**config.mk**
```make
export PLATFORM = sky130hd
export DESIGN_NAME = victim_buffer
export DESIGN_NICKNAME = d
export VERILOG_FILES = /design/src/rtl/vb_pkg.sv /design/src/rtl/vb_match.sv /design/src/rtl/vb_age.sv /design/src/rtl/victim_buffer.sv
export SDC_FILE = /design/constraint.sdc
export NUM_CORES = 1
export LEC_CHECK = 0
export ABC_AREA = 1
export BUFFER_PORTS_ARGS = -buffer_cell sky130_fd_sc_hd__buf_2
export CAP_MARGIN = 20
export CORE_MARGIN = 3
export CORE_UTILIZATION = 57
export CTS_CLUSTER_DIAMETER = 40
export CTS_CLUSTER_SIZE = 40
export DETAILED_ROUTE_END_ITERATION = 16
export PLACE_DENSITY = 0.85
export SETUP_SLACK_MARGIN = 0.3
export SYNTH_ARGS = -nofsm -noshare
export SYNTH_HDL_FRONTEND = slang
export SYNTH_HIERARCHICAL = 1
export SYNTH_SLANG_ARGS = --single-unit
```
**constraint.sdc**
```tcl
create_clock -name clk -period 4.95 [get_ports clk]
set_input_delay 0.7425 -clock clk [delete_from_list [all_inputs] [get_ports clk]]
set_output_delay 0.7425 -clock clk [all_outputs]
set_load 0.01 [all_outputs]
```
**src/rtl/vb_pkg.sv**
```systemverilog
package vb_pkg;

    // Operation performed on the buffer in one cycle
    typedef enum logic [2:0] {
        VB_IDLE,     // no lookup
        VB_SWAP,     // hit, outgoing line takes the hit slot
        VB_DROP,     // hit, no outgoing line: slot released
        VB_FORWARD,  // miss, no outgoing line
        VB_FILL,     // miss, outgoing line goes to a free slot
        VB_REPLACE   // miss, outgoing line displaces the oldest entry
    } vb_op_e;

    function automatic vb_op_e vb_decode(input logic lookup, input logic found,
                                         input logic incoming, input logic full);
        if (!lookup)         return VB_IDLE;
        if (found)           return incoming ? VB_SWAP : VB_DROP;
        if (!incoming)       return VB_FORWARD;
        return full ? VB_REPLACE : VB_FILL;
    endfunction

endpackage

```
**src/rtl/vb_match.sv**
```systemverilog
module vb_match #(
    parameter int N_ENT  = 4,
    parameter int ADDR_W = 16,
    localparam int IDX_W = (N_ENT > 1) ? $clog2(N_ENT) : 1
) (
    input  logic [N_ENT-1:0]             ent_valid,
    input  logic [N_ENT-1:0][ADDR_W-1:0] ent_tag,
    input  logic [ADDR_W-1:0]            key,
    output logic [N_ENT-1:0]             match,
    output logic                         any_match,
    output logic [IDX_W-1:0]             match_idx
);
    for (genvar g = 0; g < N_ENT; g++) begin : g_cmp
        assign match[g] = ent_valid[g] && (ent_tag[g] == key);
    end

    assign any_match = |match;

    always_comb begin
        match_idx = '0;
        for (int i = 0; i < N_ENT; i++) begin
            if (match[i]) match_idx = IDX_W'(i);
        end
    end
endmodule

```
**src/rtl/vb_age.sv**
```systemverilog
module vb_age #(
    parameter int N_ENT = 4,   // power of two
    localparam int IDX_W = (N_ENT > 1) ? $clog2(N_ENT) : 1
) (
    input  logic             clk,
    input  logic             rst,
    input  logic [N_ENT-1:0] ent_valid,
    input  logic             ins,      // a line is written into slot
    input  logic             kill,     // slot is released
    input  logic [IDX_W-1:0] slot,
    output logic             full,
    output logic [IDX_W-1:0] victim
);
    logic [N_ENT-1:0][IDX_W-1:0] age_q;
    logic [N_ENT-1:0]            oldest;
    logic                        free_found;

    always_ff @(posedge clk) begin
        if (rst) begin
            age_q <= '0;
        end else begin
            for (int i = 0; i < N_ENT; i++) begin
                if (ins) begin
                    if (IDX_W'(i) == slot)
                        age_q[i] <= '0;
                    else if (ent_valid[i] && (!ent_valid[slot] || age_q[i] < age_q[slot]))
                        age_q[i] <= age_q[i] + 1'b1;
                end else if (kill) begin
                    if (ent_valid[i] && age_q[i] > age_q[slot])
                        age_q[i] <= age_q[i] - 1'b1;
                end
            end
        end
    end

    assign full = &ent_valid;

    for (genvar g = 0; g < N_ENT; g++) begin : g_old
        assign oldest[g] = ent_valid[g] && (age_q[g] == IDX_W'(N_ENT - 1));
    end

    always_comb begin
        victim     = '0;
        free_found = 1'b0;
        for (int i = 0; i < N_ENT; i++) begin
            if (!ent_valid[i] && !free_found) begin
                victim     = IDX_W'(i);
                free_found = 1'b1;
            end
        end
        if (full) begin
            for (int i = 0; i < N_ENT; i++) begin
                if (oldest[i]) victim = IDX_W'(i);
            end
        end
    end

    // when all entries are valid exactly one of them is the oldest
    a_r7_single_oldest: assert property (@(posedge clk) disable iff (rst)
        full |-> $countones(oldest) == 1);
endmodule

```
**src/rtl/victim_buffer.sv**
```systemverilog
module victim_buffer #(
    parameter int N_ENT  = 4,
    parameter int ADDR_W = 16,
    parameter int DATA_W = 32,
    localparam int IDX_W = (N_ENT > 1) ? $clog2(N_ENT) : 1
) (
    input  logic              clk,
    input  logic              rst,
    input  logic              lookup_valid,
    input  logic [ADDR_W-1:0] lookup_addr,
    input  logic              victim_valid,
    input  logic [ADDR_W-1:0] victim_addr,
    input  logic              victim_dirty,
    input  logic [DATA_W-1:0] victim_data,
    output logic              hit,
    output logic [DATA_W-1:0] hit_data,
    output logic              hit_dirty,
    output logic              mem_req_valid,
    output logic [ADDR_W-1:0] mem_req_addr,
    output logic              wb_valid,
    output logic [ADDR_W-1:0] wb_addr,
    output logic [DATA_W-1:0] wb_data
);
    import vb_pkg::*;

    logic [N_ENT-1:0]             valid_q, dirty_q;
    logic [N_ENT-1:0][ADDR_W-1:0] tag_q;
    logic [N_ENT-1:0][DATA_W-1:0] data_q;

    logic [N_ENT-1:0] match;
    logic             any_match, full;
    logic [IDX_W-1:0] hit_idx, sel_idx, upd_idx;
    vb_op_e           op;

    vb_match #(.N_ENT(N_ENT), .ADDR_W(ADDR_W)) u_match (
        .ent_valid(valid_q), .ent_tag(tag_q), .key(lookup_addr),
        .match(match), .any_match(any_match), .match_idx(hit_idx)
    );

    assign op      = vb_decode(lookup_valid, any_match, victim_valid, full);
    assign upd_idx = (op == VB_SWAP || op == VB_DROP) ? hit_idx : sel_idx;

    vb_age #(.N_ENT(N_ENT)) u_age (
        .clk(clk), .rst(rst), .ent_valid(valid_q),
        .ins(op == VB_SWAP || op == VB_FILL || op == VB_REPLACE),
        .kill(op == VB_DROP), .slot(upd_idx),
        .full(full), .victim(sel_idx)
    );

    always_ff @(posedge clk) begin
        if (rst) begin
            valid_q <= '0;
            dirty_q <= '0;
        end else begin
            unique case (op)
                VB_SWAP, VB_FILL, VB_REPLACE: begin
                    valid_q[upd_idx] <= 1'b1;
                    dirty_q[upd_idx] <= victim_dirty;
                    tag_q[upd_idx]   <= victim_addr;
                    data_q[upd_idx]  <= victim_data;
                end
                VB_DROP: valid_q[upd_idx] <= 1'b0;
                default: ;
            endcase
        end
    end

    assign hit           = lookup_valid && any_match;
    assign hit_data      = data_q[hit_idx];
    assign hit_dirty     = dirty_q[hit_idx];
    assign mem_req_valid = lookup_valid && !any_match;
    assign mem_req_addr  = lookup_addr;
    assign wb_valid      = (op == VB_REPLACE) && dirty_q[sel_idx];
    assign wb_addr       = tag_q[sel_idx];
    assign wb_data       = data_q[sel_idx];

    // reset empties the buffer
    a_r1_reset_empty: assert property (@(posedge clk)
        rst |=> valid_q == '0);
    // an address is held by at most one entry
    a_r2_unique_match: assert property (@(posedge clk) disable iff (rst)
        $onehot0(match));
    // a hit with no outgoing line removes one entry
    a_r5_drop_shrinks: assert property (@(posedge clk) disable iff (rst)
        (hit && !victim_valid) |=> $countones(valid_q) == $countones($past(valid_q)) - 1);
    // a miss with an outgoing line and a free slot adds one entry
    a_r6_fill_grows: assert property (@(posedge clk) disable iff (rst)
        (mem_req_valid && victim_valid && !(&valid_q)) |=>
            $countones(valid_q) == $countones($past(valid_q)) + 1);
    // a write-back only occurs from a full buffer
    a_r8_wb_when_full: assert property (@(posedge clk) disable iff (rst)
        wb_valid |-> (&valid_q && mem_req_valid));
    // no lookup leaves the contents untouched
    a_r9_idle_stable: assert property (@(posedge clk) disable iff (rst)
        !lookup_valid |=> ($stable(valid_q) && $stable(tag_q) && $stable(dirty_q)));
endmodule

```
==> run_results.csv <==
group,metric,value,unit
yosys,syn_nets,1250,
sta,skew,18.1,ps
setup_path,required,4210,ps
yosys,syn-cell-area,10600,um2
hold_path,hp-class,"primary input to flip-flop",
sta,setup_viol,0,
die,die_x,142,um
cts,post_cts_buffers,0,
sta,hold_viol_final,0,
power_and_ir_drop,seq_power_share,0.448,
cts,cts_tree,"done",
power_and_ir_drop,peakVddDrop,0.000286,V
detailed_routing,drtPass1Iterations,6,
placed_design,io_buffers,168,
detailed_routing,ant_nets,0,
cells_and_area,multi_input_area,3830,um2
power_and_ir_drop,switchingPower,1120,uW
placed_design,gp_congestion,0.934,
cts,cts_root_buf,"clkbuf_16",
setup_path,end_kind,"output port",
grt,grt_max_degree,69,
detailed_routing,drt_iter0_drc,1002,
detailed_routing,num_vias,9253,
power_and_ir_drop,p_int,3260,uW
cells_and_area,nFillCells,1294,
cts,clock_path_buffers,3,
grt,grt_pass1_vias,8623,
setup_path,crit_arrival,3540,ps
run_status,outcome,"complete, no violations",
detailed_routing,drc,0,
die,fp.dieH,142,um
cells_and_area,final_nets,1393,
yosys,avgSynthCellArea,9.05,um2
grt,gr-total-overflow,0,
power_and_ir_drop,p_comb_frac,0.091,
cts,cts.sinks,208,
die,initial_core_util,0.585,
cells_and_area,syn2layout_area_growth,18.6,%
sta,rsz0062_at_grt,"false",
setup_path,critPathKind,"flip-flop to output port",
power_and_ir_drop,clock_power_share,0.461,
placed_design,place_hpwl,18000,um
grt,grt.total_usage,0.267,
cts,htreeDepth,1,
grt,grt_antenna_before_repair,3,
cts,numCtsBuffers,28,
power_and_ir_drop,swShare,0.255,
setup_path,cp_max_fo,54,
die,io-pin-count,169,
cells_and_area,diodes,0,
run,cap_violations,0,
die,core,18100,um2
sta,slew_violations,0,
sta,fin_crit_sh,0.865,
cts,clk_latency,550,ps
detailed_routing,wl_per_cell,18.0,um
power_and_ir_drop,leakagePower,0.00514,uW
cts,post_cts_resized,0,
power_and_ir_drop,powerDensity,349,nW/um2
die,rows,49,
cts,clkTransAtPathRegs,60,ps
detailed_routing,via_per_inst,5.92,
yosys,yosysWarningCount,6,
grt,grt_pass1_wl,43400,um
sta,final.setup.tns,0,ps
power_and_ir_drop,finalPower,4380,uW
sta,max_slew_margin,0.389,
sta,clock.fmax,233,MHz
sta,fin_crit,4280,ps
cts,cts_hold_buf,0,
sta,tightest_slew,915,ps
setup_path,critPathLaunchType,"flip-flop",
die,die_area,20200,um2
cells_and_area,layout-drive-gt1-share,0.213,
detailed_routing,wirelength,28100,um
yosys,synthCells,1169,
cells_and_area,seq_area,6090,um2
-- worst paths after layout --
check                           cells after the start            from  slack [ps]        endpoint
worst max-delay path                                9       flip-flop         670     wb_data[20]
worst min-delay path                                1  victim_data[7]         400      data_q[71]
worst max register to register                     24       flip-flop        1150  u_age/age_q[3]
worst min register to register                      2      dirty_q[3]         500      dirty_q[3]
-- routing by layer --
metal / wire length [um] / up-vias / track usage
met4: 557 / 6 / 0.0712
li1: - / 4304 / -
met2: 13500 / 585 / 0.445
met1: 10900 / 4301 / 0.361
met3: 3170 / 57 / 0.0528
met5: 41 / - / 0
-- cell type report --
type | instances | area share
clock inverter | 24 | 0.0204
inverter | 94 | 0.0281
timing repair buffer | 184 | 0.0831
clock buffer | 28 | 0.0558
tap | 229 | 0.0228
sequential | 208 | 0.485
multi-input combinational | 796 | 0.305
-- stage by stage --
stage,hold slack [ps],utilization,setup slack (ps),area [um2],cells
after floorplan,467,-,336,10600,1169
after global placement,487,0.640,915,11600,1510
after detailed placement,487,0.640,816,11600,1510
after CTS,381,0.693,712,12500,1562
after global routing,390,0.694,497,12600,1563
final,398,0.694,667,12600,1563
-- power groups by stage --
stage / logic [uW] / clock network (uW) / registers, uW
6_report: 398 / 2020 / 1960
2_1_floorplan: 243 / 0 / 2000
5_1_grt: 438 / 2120 / 1960
3_3_place_gp: 382 / 0 / 2000
4_1_cts: 395 / 2030 / 1960
3_5_place_dp: 392 / 0 / 2000
-- layout by cell type (no fill, tap or decap), drive strengths merged --
master    instances
a21oi            12
a221oi            1
a22oi             1
buf             184
bufinv            2
clkbuf           28
clkinv           11
clkinvlp          2
dfxtp            16
edfxtp          192
ha               12
inv             103
nand2           213
nand3            18
nand4             7
nor2            234
nor3              6
o211ai            4
o21ai           190
o21bai            4
o221ai            1
o22ai            81
or2               1
xor2             11
-- critical path, cell delays in order (launching register included) --
cell,delay (ps)
dfxtp_1,510
nand2_1,190
nor3_1,350
a21oi_4,90
buf_4,250
inv_2,650
buf_12,320
o21ai_0,140
o22ai_1,260
buf_2,190
-- registers in the layout, indices dropped and copies added, names as in the netlist, named ones only --
register	count
data_q	128
u_age/age_q	8
tag_q	64
dirty_q	4
Note: power is estimated with default switching activity, not from simulation.
